[src/rtl/cfg_stream_port.sv]
module cfg_stream_port #(
  parameter int DEPTH = 16
) (
  input  logic                     clk,
  input  logic                     ce_n,
  input  logic                     oe_rst_n,
  input  logic                     par_mode,
  input  logic                     wr_en,
  input  logic [$clog2(DEPTH)-1:0] wr_addr,
  input  logic [7:0]               wr_data,
  output logic [7:0]               dq,
  output logic [7:0]               dq_oe,
  output logic                     ce_out_n
);
  localparam int AW = $clog2(DEPTH);
  localparam int CW = AW + 3;
  localparam logic [CW-1:0] TC_SER = CW'(DEPTH * 8 - 1);
  localparam logic [CW-1:0] TC_PAR = CW'(DEPTH - 1);

  logic [7:0]    mem [DEPTH];
  logic [CW-1:0] cnt;
  logic          past_tc;
  logic [CW-1:0] tc;
  logic          sel, drive;
  logic [AW-1:0] byte_idx;
  logic [7:0]    cur;
  logic [2:0]    bit_sel;

  assign tc       = par_mode ? TC_PAR : TC_SER;
  assign sel      = oe_rst_n && !ce_n;
  assign drive    = sel && !past_tc;
  assign byte_idx = par_mode ? cnt[AW-1:0] : cnt[CW-1:3];
  assign cur      = mem[byte_idx];
  assign bit_sel  = ~cnt[2:0];

  always_ff @(posedge clk)
    if (wr_en) mem[wr_addr] <= wr_data;

  always_ff @(posedge clk or negedge oe_rst_n) begin
    if (!oe_rst_n) begin
      cnt     <= '0;
      past_tc <= 1'b0;
    end else if (ce_n) begin
      cnt     <= '0;
      past_tc <= 1'b0;
    end else if (!past_tc) begin
      if (cnt >= tc) past_tc <= 1'b1;
      else           cnt     <= cnt + 1'b1;
    end
  end

  assign dq       = !drive ? 8'h00 : (par_mode ? cur : {7'b0, cur[bit_sel]});
  assign dq_oe    = !drive ? 8'h00 : (par_mode ? 8'hFF : 8'h01);
  assign ce_out_n = !(sel && past_tc);

  assert_advance_R1: assert property (@(posedge clk) disable iff (!oe_rst_n)
    (!ce_n && !past_tc && cnt < tc) |=> (cnt == $past(cnt) + 1'b1));

  assert_reset_hold_R2: assert property (@(posedge clk)
    !oe_rst_n |-> (cnt == '0 && dq_oe == 8'h00));

  assert_standby_clear_R3: assert property (@(posedge clk) disable iff (!oe_rst_n)
    ce_n |=> (cnt == '0 && !past_tc));

  assert_serial_lane_R4: assert property (@(posedge clk)
    !par_mode |-> (dq_oe[7:1] == 7'b0));

  assert_saturate_R6: assert property (@(posedge clk) disable iff (!oe_rst_n)
    (past_tc && !ce_n) |=> (past_tc && $stable(cnt)));

  assert_handoff_quiet_R6: assert property (@(posedge clk)
    !ce_out_n |-> (dq_oe == 8'h00));

  assert_chain_high_R7: assert property (@(posedge clk)
    (!oe_rst_n || ce_n) |-> ce_out_n);
endmodule

[config.mk]
export PLATFORM = sky130hd
export DESIGN_NAME = cfg_stream_port
export DESIGN_NICKNAME = d
export VERILOG_FILES = /design/src/rtl/cfg_stream_port.sv
export SDC_FILE = /design/constraint.sdc
export NUM_CORES = 1
export LEC_CHECK = 0
export BUFFER_PORTS_ARGS = -buffer_cell sky130_fd_sc_hd__buf_2
export CAP_MARGIN = 15
export CORE_MARGIN = 8
export CORE_UTILIZATION = 55
export DETAILED_ROUTE_END_ITERATION = 10
export PLACE_DENSITY = 0.73
export RECOVER_POWER = 50
export SLEW_MARGIN = 30
export SYNTH_ARGS = -nofsm -noshare
export SYNTH_HDL_FRONTEND = slang
export SYNTH_SLANG_ARGS = --single-unit
[constraint.sdc]
create_clock -name clk -period 3.1 [get_ports clk]
set_clock_uncertainty 0.2 [all_clocks]
set_input_delay 0.31 -clock clk [delete_from_list [all_inputs] [get_ports clk]]
set_output_delay 0.31 -clock clk [all_outputs]
set_load 0.02 [all_outputs]
==> flow_summary.json <==
{
  "outcome": "finished with violations",
  "violations": "setup timing",
  "r2r-end": "cnt[6]$_DFFE_PN0P_",
  "fill_cells": 667,
  "cts.path.max_buffers": 2,
  "startpoint": "cnt[1]$_DFFE_PN0P_",
  "avgSynthCellArea_sq_um": 17.57,
  "grt_use_total_pct": 19.15,
  "slew_violations": 0,
  "p_switching_mw": 0.9327,
  "cp.arrival_ps": 2810,
  "dr.pass1.iters": 5,
  "grt_pass1_vias": 3461,
  "place_inst": 503,
  "reg2reg_depth": 9,
  "finalSetupViolCount": 2,
  "setup_ws_ps": -224.9,
  "cts_root_buffer": "clkbuf_8",
  "r2r_slack_ps": 550,
  "n_antenna_cell": 0,
  "initial_core_util_pct": 56.32,
  "via_per_inst": 5.995,
  "grt_setup_unrepaired": "yes",
  "seq_power_share_pct": 46.9,
  "routabilityCongestion": 0.8271,
  "synth_nets": 349,
  "ant_nets": 0,
  "critPathRequiredTime_ps": 2590,
  "critPathCaptureType": "primary output",
  "drcViolationCount": 0,
  "seq_area_frac_synth_pct": 70.18,
  "fin_cells": 548,
  "drive_above_1_share_pct": 31.55,
  "cp_max_fo": 8,
  "fin_crit_ps": 3325,
  "tns_ps": -283.8,
  "clk_latency_ps": 520,
  "cts_sinks": 136,
  "antenna_found_initial": 0,
  "h-tree-depth": 4,
  "hold_class": "primary input to async pin",
  "clkPwrFrac_pct": 46.2,
  "dpl.hpwl_microns": 7896,
  "die_h_microns": 118.4,
  "crit_type": "register to primary output",
  "worst_slew_pin_slew_ps": 962.2,
  "final_min_period_over_clock_period_pct": 107.3,
  "synthCells": 328,
  "synth_edf_count": 128,
  "port_buffers": 33,
  "synth_top_area_share_pct": 66.71,
  "finalHoldViolations": 0,
  "fin_nets": 420,
  "peakVddDrop_uv": 498.0,
  "synth_top_cell_by_area": "edfxtp_1",
  "placedInstanceArea_sq_um": 6225,
  "drt_wl_total_microns": 13010,
  "power_density_nw_per_um2": 620.5,
  "p_sw_share_pct": 21.23,
  "mappedNetlistArea_sq_um": 5762,
  "drtIter0Drc": 296,
  "maxCapViolations": 0,
  "leakage_nw": 2.475,
  "rows": 37,
  "num_vias": 3285,
  "wl_per_cell_microns": 23.74,
  "die_w_microns": 118.4,
  "combPwrFrac_pct": 6.9,
  "p_int_mw": 3.460,
  "worstSetupStartpointType": "register",
  "grt_overflow": 0,
  "io_pins": 34,
  "grt_max_degree": 32,
  "ys_warn_count": 0,
  "clk_pin_slew_ps": 60,
  "coreArea_sq_um": 10230,
  "holdWs_ps": 75.92,
  "cts_inserted_buffers": 17,
  "ys_seq_elements": 136,
  "grt_pass1_wl_microns": 19980,
  "synth-async-reset-ratio_pct": 5.882,
  "r2r_start": "cnt[0]$_DFFE_PN0P_",
  "slew_headroom_pct": 35.62,
  "cts_tree": "built",
  "synth_ff_type": "edfxtp_1",
  "finalInstanceArea_sq_um": 7079,
  "die_area_sq_um": 14010,
  "max_freq_ghz": 0.3008,
  "cp-endpoint": "dq[0]",
  "syn_to_final_growth_pct": 22.87,
  "seq_area_sq_um": 4045,
  "multi_input_area_sq_um": 1709,
  "synth_cell_type_count": 41,
  "synthTopCellsByArea": "edfxtp_1 67%, mux4_1 7.3%, mux4_2 4.3%, dfrtp_1 3.5%, mux2i_1 1.7%"
}
[power groups by stage]
| stage | sequential (mW) | combinational (mW) | clock (mW) |
|---|---|---|---|
| finish | 2.06 | 0.304 | 2.03 |
| global placement | 2.09 | 0.256 | 0 |
| global route | 2.06 | 0.324 | 2.13 |
| detailed placement | 2.10 | 0.265 | 0 |
| floorplan | 2.09 | 0.158 | 0 |
| CTS | 2.06 | 0.293 | 2.05 |
[worst max-delay path, stage by stage, from the launching register on]
cell and delay, ps:
dfrtp_1 400, mux2_4 330, buf_12 160, mux4_2 440
a22oi_2 200, nand2_1 100, o211ai_1 230, o21ai_1 110
a21o_1 190, buf_6 130
[layout by cell type, fill, tap and decap left out, drive strengths merged, types with 2 or more instances in the layout]
cell type and n:
and2 7, nand2 21, nor2b 4, inv 3
a2111oi 4, nor2 25, clkinv 3, ha 4
and3 3, dfrtp 8, a21o 2, and4 2
buf 51, edfxtp 128, nand3b 3, o211ai 2
xor2 5, mux2i 10, mux2 3, nand2b 3
mux4 27, nand3 9, clkbuf 40, nor3b 2
a22oi 10, a21boi 2, nor3 4, dlygate4sd3 10
nand4 7
[cells in the mapped netlist (all sizes together) (5+ instances only)]
master	n
edfxtp	128
mux4	27
nor2	25
nand2	21
buf	14
a22oi	10
mux2i	10
clkbuf	9
nand3	9
dfrtp	8
and2	7
nand4	7
xor2	5
[layer usage]
metal	up-vias	track usage, %	wire [microns]
li1	1456	-	-
met1	1641	22.86	5183
met2	168	32.15	6603
met3	20	6.426	1033
met4	0	6.165	187
met5	-	0	0
[cells by family (layout without fill, tap and decap cells)]
family / after synthesis / after routing / share of synthesized area [%]
DFF: 136 / 136 / 70.18
and+or+nand+nor: 92 / 92 / 7.948
muxes: 40 / 40 / 13.98
AOI/OAI and AO/OA: 27 / 27 / 3.670
buffers and inverters: 23 / 107 / 2.432
xor gates and xnor gates: 6 / 6 / 0.9120
adders and majority gates: 4 / 4 / 0.8687
[stage by stage]
| step | utilization (%) | setup slack, ps | total power, mW |
|---|---|---|---|
| 2_1_floorplan | - | 442.8 | 2.251 |
| 3_3_place_gp | 60.84 | 50.86 | 2.350 |
| 3_5_place_dp | 60.84 | 57.67 | 2.361 |
| 4_1_cts | 68.52 | -260.0 | 4.401 |
| 5_1_grt | 69.19 | -324.8 | 4.514 |
| 6_report | 69.19 | -224.9 | 4.392 |
[flip-flops by register name, summed over array words and instances (netlist names)]
signal and count:
past_tc 1, mem 128, cnt 7
[worst min path at each step]
stage / startpoint / end / slack [ps] / cells past startpoint
floorplan: oe_rst_n / cnt[0]$_DFFE_PN0P_ / -190 / 0
detailed placement: oe_rst_n / past_tc$_DFF_PN0_ / -30 / 1
global route: oe_rst_n / cnt[2]$_DFFE_PN0P_ / 100 / 2
finish: oe_rst_n / past_tc$_DFF_PN0_ / 80 / 2
global placement: oe_rst_n / past_tc$_DFF_PN0_ / -30 / 1
CTS: oe_rst_n / cnt[5]$_DFFE_PN0P_ / 30 / 2
[timing repair]
| action | in CTS | in global routing |
|---|---|---|
| pin swaps | 12 | 6 |
| gates resized for setup | 29 | 16 |
| hold buffers | 10 | 0 |
| cloned | 0 | 0 |
| hold endpoints to repair | 144 | 0 |
| setup endpoints to repair | 7 | 7 |
| buffers inserted | 1 | 2 |
[area by class of cell]
cell class / count / share of cell area, %
flip-flops and latches: 136 / 57.14
multi-input cells: 169 / 24.14
clock buffers: 26 / 8.130
repair buffers: 75 / 7.565
well taps: 136 / 2.404
clock inverters: 6 / 0.6186
(Power assumes the default switching activity.)
